===== config.mk =====
export PLATFORM = sky130hd
export DESIGN_NAME = i2c_step_master
export DESIGN_NICKNAME = d
export VERILOG_FILES = /design/src/rtl/i2c_step_master.sv
export SDC_FILE = /design/constraint.sdc
export NUM_CORES = 1
export LEC_CHECK = 0
export ABC_AREA = 1
export BUFFER_PORTS_ARGS = -buffer_cell sky130_fd_sc_hd__buf_4
export CORE_MARGIN = 5
export CORE_UTILIZATION = 61
export DETAILED_ROUTE_END_ITERATION = 16
export PLACE_DENSITY = 0.8
export SLEW_MARGIN = 20
export SYNTH_ARGS = -nofsm -noshare
export SYNTH_HDL_FRONTEND = slang
export SYNTH_SLANG_ARGS = --single-unit
export TNS_END_PERCENT = 100

===== constraint.sdc =====
create_clock -name clk -period 2.45 [get_ports clk]
set_clock_uncertainty 0.2 [all_clocks]
set_input_delay 0.49 -clock clk [delete_from_list [all_inputs] [get_ports clk]]
set_output_delay 0.49 -clock clk [all_outputs]
set_load 0.03 [all_outputs]

===== src/rtl/i2c_step_master.sv =====
module i2c_step_master #(
  parameter logic [7:0] IDLE_CODE = 8'hF8
) (
  input  logic       clk,
  input  logic       rst_n,
  input  logic [4:0] reg_addr,
  input  logic       reg_we,
  input  logic [7:0] reg_wdata,
  output logic [7:0] reg_rdata,
  input  logic       tick,
  input  logic       scl_in,
  input  logic       sda_in,
  output logic       scl_oe,
  output logic       sda_oe,
  output logic       irq
);
  typedef enum logic [2:0] {IDLE, START, XFER, STOP, HOLD} state_t;

  state_t     st;
  logic [7:0] own_q, ext_q, dat_q, stat_q, clk_q, sh;
  logic       f_ien, f_en, f_start, f_stop, f_int, f_ack;
  logic [1:0] ph;
  logic [3:0] bitn;
  logic       rx, rw, adr, rep, got_ack, scl_lo, sda_lo, sda_d, win_d;

  wire       srst   = reg_we && reg_addr == 5'h18 && reg_wdata[0];
  wire       win    = st == XFER && (ph == 2'd1 || ph == 2'd2) && scl_in;
  wire       berr   = win && win_d && (sda_in != sda_d);
  wire       nxt_rx = adr ? 1'b0 : rw;
  wire [7:0] ctrl   = {f_ien, f_en, f_start, f_stop, f_int, f_ack, 2'b00};
  wire [7:0] code   = rx  ? (sda_lo ? 8'h50 : 8'h58) :
                      adr ? (rw ? (got_ack ? 8'h40 : 8'h48) : (got_ack ? 8'h18 : 8'h20)) :
                            (got_ack ? 8'h28 : 8'h30);

  assign scl_oe = scl_lo;
  assign sda_oe = sda_lo;
  assign irq    = f_int & f_ien;

  always_comb begin
    case (reg_addr)
      5'h00:   reg_rdata = own_q;
      5'h04:   reg_rdata = ext_q;
      5'h08:   reg_rdata = dat_q;
      5'h0C:   reg_rdata = ctrl;
      5'h10:   reg_rdata = stat_q;
      5'h14:   reg_rdata = clk_q;
      default: reg_rdata = 8'h00;
    endcase
  end

  always_ff @(posedge clk or negedge rst_n) begin
    if (!rst_n) begin
      st <= IDLE; own_q <= '0; ext_q <= '0; dat_q <= '0; clk_q <= '0; sh <= '0;
      stat_q <= IDLE_CODE;
      {f_ien, f_en, f_start, f_stop, f_int, f_ack} <= '0;
      ph <= '0; bitn <= '0;
      {rx, rw, adr, rep, got_ack, scl_lo, sda_lo, win_d} <= '0;
      sda_d <= 1'b1;
    end else if (srst) begin
      st <= IDLE; stat_q <= IDLE_CODE;
      {f_ien, f_en, f_start, f_stop, f_int, f_ack} <= '0;
      ph <= '0; bitn <= '0; scl_lo <= 1'b0; sda_lo <= 1'b0; win_d <= 1'b0;
    end else begin
      sda_d <= sda_in;
      win_d <= win;
      if (reg_we) begin
        case (reg_addr)
          5'h00: own_q <= reg_wdata;
          5'h04: ext_q <= reg_wdata;
          5'h08: dat_q <= reg_wdata;
          5'h14: clk_q <= reg_wdata;
          5'h0C: begin
            f_ien   <= reg_wdata[7];
            f_en    <= reg_wdata[6];
            f_start <= reg_wdata[5];
            f_stop  <= reg_wdata[4];
            f_int   <= f_int & reg_wdata[3];
            f_ack   <= reg_wdata[2];
          end
          default: ;
        endcase
      end
      if (!f_en) begin
        st <= IDLE; scl_lo <= 1'b0; sda_lo <= 1'b0;
      end else if (berr) begin
        st <= HOLD; stat_q <= 8'h00; f_int <= 1'b1; scl_lo <= 1'b0; sda_lo <= 1'b0;
      end else begin
        case (st)
          IDLE: if (f_start && !f_int) begin
            st <= START; ph <= '0; rep <= 1'b0; sda_lo <= 1'b0;
          end
          HOLD: if (!f_int) begin
            if (stat_q == 8'h00) st <= IDLE;
            else if (f_stop) begin
              st <= STOP; ph <= '0; sda_lo <= 1'b1;
            end else if (f_start) begin
              st <= START; ph <= '0; rep <= 1'b1; sda_lo <= 1'b0;
            end else begin
              st <= XFER; ph <= '0; bitn <= '0; rx <= nxt_rx; sh <= dat_q;
              sda_lo <= nxt_rx ? 1'b0 : ~dat_q[7];
              if (adr) rw <= dat_q[0];
            end
          end
          START: if (tick) begin
            ph <= ph + 2'd1;
            case (ph)
              2'd0: scl_lo <= 1'b0;
              2'd1: sda_lo <= 1'b1;
              2'd2: scl_lo <= 1'b1;
              default: begin
                st <= HOLD; f_int <= 1'b1; f_start <= 1'b0; adr <= 1'b1;
                stat_q <= rep ? 8'h10 : 8'h08;
              end
            endcase
          end
          STOP: if (tick) begin
            ph <= ph + 2'd1;
            case (ph)
              2'd0: scl_lo <= 1'b0;
              2'd1: sda_lo <= 1'b0;
              2'd2: ;
              default: begin st <= IDLE; f_stop <= 1'b0; end
            endcase
          end
          XFER: if (tick) begin
            ph <= ph + 2'd1;
            case (ph)
              2'd0: scl_lo <= 1'b0;
              2'd1: if (bitn[3]) got_ack <= ~sda_in; else sh <= {sh[6:0], sda_in};
              2'd2: scl_lo <= 1'b1;
              default: if (bitn[3]) begin
                st <= HOLD; f_int <= 1'b1; adr <= 1'b0; stat_q <= code;
                if (rx) dat_q <= sh;
              end else begin
                bitn <= bitn + 4'd1;
                sda_lo <= (bitn == 4'd7) ? (rx & f_ack) : (~rx & ~sh[7]);
              end
            endcase
          end
          default: st <= IDLE;
        endcase
      end
    end
  end


  hold_low_chk: assert property (@(posedge clk) disable iff (!rst_n)
    (st == HOLD && f_en && stat_q != 8'h00) |-> scl_oe);


  sda_steady_chk: assert property (@(posedge clk) disable iff (!rst_n)
    (win && win_d) |-> $stable(sda_oe));


  code_valid_chk: assert property (@(posedge clk) disable iff (!rst_n)
    $rose(f_int) |-> stat_q inside {8'h00, 8'h08, 8'h10, 8'h18, 8'h20, 8'h28,
                                    8'h30, 8'h40, 8'h48, 8'h50, 8'h58});


  stop_quiet_chk: assert property (@(posedge clk) disable iff (!rst_n)
    st == STOP |-> !f_int);


  disabled_idle_chk: assert property (@(posedge clk) disable iff (!rst_n)
    !f_en |=> (!scl_oe && !sda_oe));
endmodule


==> impl_metrics.yaml <==
clock_network:
  cts_buffers: 9
  clkSinkCount: 69
  clk_pin_slew_worst_paths_ns: 0.08
  cts_tree: "done"
  htree_levels: 3
  cts-root-buf: "clkbuf_8"
  clock_latency_ns: 0.34
  clock_path_buffers: 2
drt:
  antenna_left: 0
  route.detailed.drc: 0
  wl_per_cell_um: 15.8
  routed_via_density: 5.86
  drt_iter0_drc: 555
  drt_wl_total_mm: 11.7
  firstDrtPassIters: 5
  num_vias: 4337
yosys:
  synth_top_cell_area_share_pct: 36.2
  yosys_register_bits: 69
  synth_edf_count: 0
  synth.avg_cell_area_um2: 7.27
  ys_warn_count: 0
  synthTopCellsByCount: "nand2_1, nand3_1, o21ai_0"
  synth_area_mm2: 0.00435
  yosys.area.top_type: "dfrtp_1"
  synth_fp_nets: 625
  synth_cell_types: 35
  ys.flop_type: "dfrtp_1"
  synth_area_leaders: "dfrtp_1, nand2_1, nand3_1, o21ai_0, inv_1"
  synth.most_common_cell: "nand2_1"
  ys_seq_area_share_pct: 39.8
  synthArstFlopShare_pct: 100
  synthCells: 599
status:
  outcome: "completed"
pwr:
  clock_power_share_pct: 28.0
  pwr_density_cell_mw_per_mm2: 643
  p_seq_share_pct: 47.7
  switching_power_mw: 1.12
  power_frac_comb_pct: 24.3
  p_leak_nw: 2.50
  ir_worst_vdd_mv: 0.460
  swShare_pct: 35.5
  internal_power_mw: 2.04
worst_setup_path:
  start_kind: "input pin"
  arrival_ns: 1.68
  reg2regPathDepth: 8
  cp_max_fo: 9
  crit-reg2reg-launch: "st[2]"
  reg2reg_slack_ns: 0.21
  critical_path_class: "input pin to output pin"
  crit_start: "reg_addr[1]"
  critical-path-max-stage-delay_ns: 0.24
  crit_slowest_cell: "nor2_1"
  cp_common_cell: "buf_4"
  end_kind: "output pin"
  critPathRequiredTime_ns: 1.76
  crit_chain: "buf_4 > nor2_1 > nand3_1 > clkinvlp_4 > nand2_1 > o21ai_0 > a21oi_1 > nand4_1 > buf_4"
  endpoint: "reg_rdata[6]"
  r2r-end: "sh[7]"
placement:
  place_area_mm2: 0.00470
  detailed_place_hpwl_mm: 8.88
  dp_cells: 723
  portBuffers: 29
  gp_congestion: 0.996
die:
  core-area_mm2: 0.00687
  initial_core_util_pct: 63.4
  placementRows: 30
  die_w_um: 94.5
  fp.dieH_um: 94.5
  dieArea_mm2: 0.00893
  boundaryPins: 30
finish:
  insertedDiodeCount: 0
  layout.nets: 665
  drive_gt1_share_pct: 17.4
  area_growth_syn_to_layout_pct: 12.7
  final_cells: 740
  design_area_mm2: 0.00491
  ff_latch_area_mm2: 0.00173
  nFillCells: 568
  multi_input_area_mm2: 0.00225
  postLayoutCoreUtil_pct: 71.5
timing:
  fin_crit_sh_pct: 96.8
  tns_ns: 0
  slew_viol_final: 0
  setup_viol: 0
  hold_viol: 0
  max_freq_ghz: 0.422
  period_minus_slack_ns: 2.37
  tightest_slew_ns: 0.571
  max_slew_margin_pct: 61.8
run:
  maxCapViolCount: 0
global_routing:
  grt_pass1_vias: 4086
  grt_max_degree: 41
  grt_use_total_pct: 28.3
  antenna_found_initial: 0
  overflow: 0
  grt_pass1_wl_mm: 19.8
worst_hold_path:
  min_from: "sda_in"
  hold_class: "input pin to flip-flop"
-- sequential cells by signal (all words and copies together), names as in the netlist, 2 cells and up --
register	count
bitn	4
st	3
ph	2
dat_q	8
own_q	8
ext_q	8
stat_q	5
clk_q	8
sh	8
-- cells by family (layout without fill, tap and decap cells) --
| family | Yosys count | after routing | synth area share [%] |
|---|---|---|---|
| flip-flops | 69 | 69 | 39.8 |
| XOR/XNOR | 1 | 1 | 0.201 |
| adder cells (fa/ha/maj) | 7 | 7 | 2.01 |
| AND/OR/NAND/NOR | 335 | 335 | 36.6 |
| buffers and inverters | 85 | 130 | 8.53 |
| AO/OA/AOI/OAI | 102 | 102 | 12.9 |
-- worst max-delay path: cells and delay by family --
family	cells	cell delay [ns]
and+or+nand+nor	4	0.56
buffers and inverters	3	0.47
AOI/OAI and AO/OA	2	0.15
-- routing by layer --
| layer | routed length (µm) | global-route usage [%] | up-vias |
|---|---|---|---|
| li1 | - | - | 2037 |
| met1 | 4960 | 39.5 | 2036 |
| met2 | 5460 | 44.7 | 226 |
| met3 | 1010 | 4.38 | 38 |
| met4 | 267 | 10.3 | 0 |
| met5 | 0 | 0 | - |
-- power groups by stage --
| stage | clock network, mW | logic, mW | registers [mW] |
|---|---|---|---|
| after floorplan | 0 | 0.554 | 1.45 |
| after global placement | 0 | 0.728 | 1.51 |
| after detailed placement | 0 | 0.751 | 1.52 |
| after CTS | 0.886 | 0.757 | 1.50 |
| after global routing | 0.946 | 0.861 | 1.52 |
| final | 0.883 | 0.769 | 1.51 |
-- final cells by class --
cell class                      count  area share, %
Clock inverter                      4          0.612
Multi-Input combinational cell    445           45.9
Tap cell                           96           2.45
Clock buffer                       12           3.16
Inverter                           69           5.35
Timing Repair Buffer               45           7.19
Sequential cell                    69           35.3
-- worst min-delay path by stage --
stage             end  slack, ns  cells after the start
2_1_floorplan     adr     -0.006                      0
3_3_place_gp    sh[2]       0.26                      2
3_5_place_dp    sh[3]       0.27                      2
4_1_cts         sda_d       0.21                      3
5_1_grt        f_stop       0.23                      3
6_report        sda_d       0.21                      3
-- placed cells by master (no fill, tap or decap), types with 8 or more instances in the layout --
master / count
clkbuf_8: 11
dfrtp_1: 63
inv_1: 59
nand2_1: 181
nor2_1: 34
buf_4: 43
a21oi_1: 14
nand3_1: 70
nand4_1: 13
o21ai_0: 68
o21ai_2: 8
-- timing repair --
item,CTS,global route
buffers inserted,0,0
setup endpoints to repair,0,10
endpoints found under the hold margin,33,0
resized for setup,0,3
hold buffers,1,0
-- per-stage QoR --
step	power (mW)	setup slack [ns]	hold WS, ns
2_1_floorplan	2.01	0.234	-0.00559
3_3_place_gp	2.24	0.156	0.264
3_5_place_dp	2.27	0.102	0.268
4_1_cts	3.14	0.101	0.206
5_1_grt	3.33	-0.0170	0.235
6_report	3.16	0.0778	0.207
Note: power is estimated with default switching activity, not from simulation.
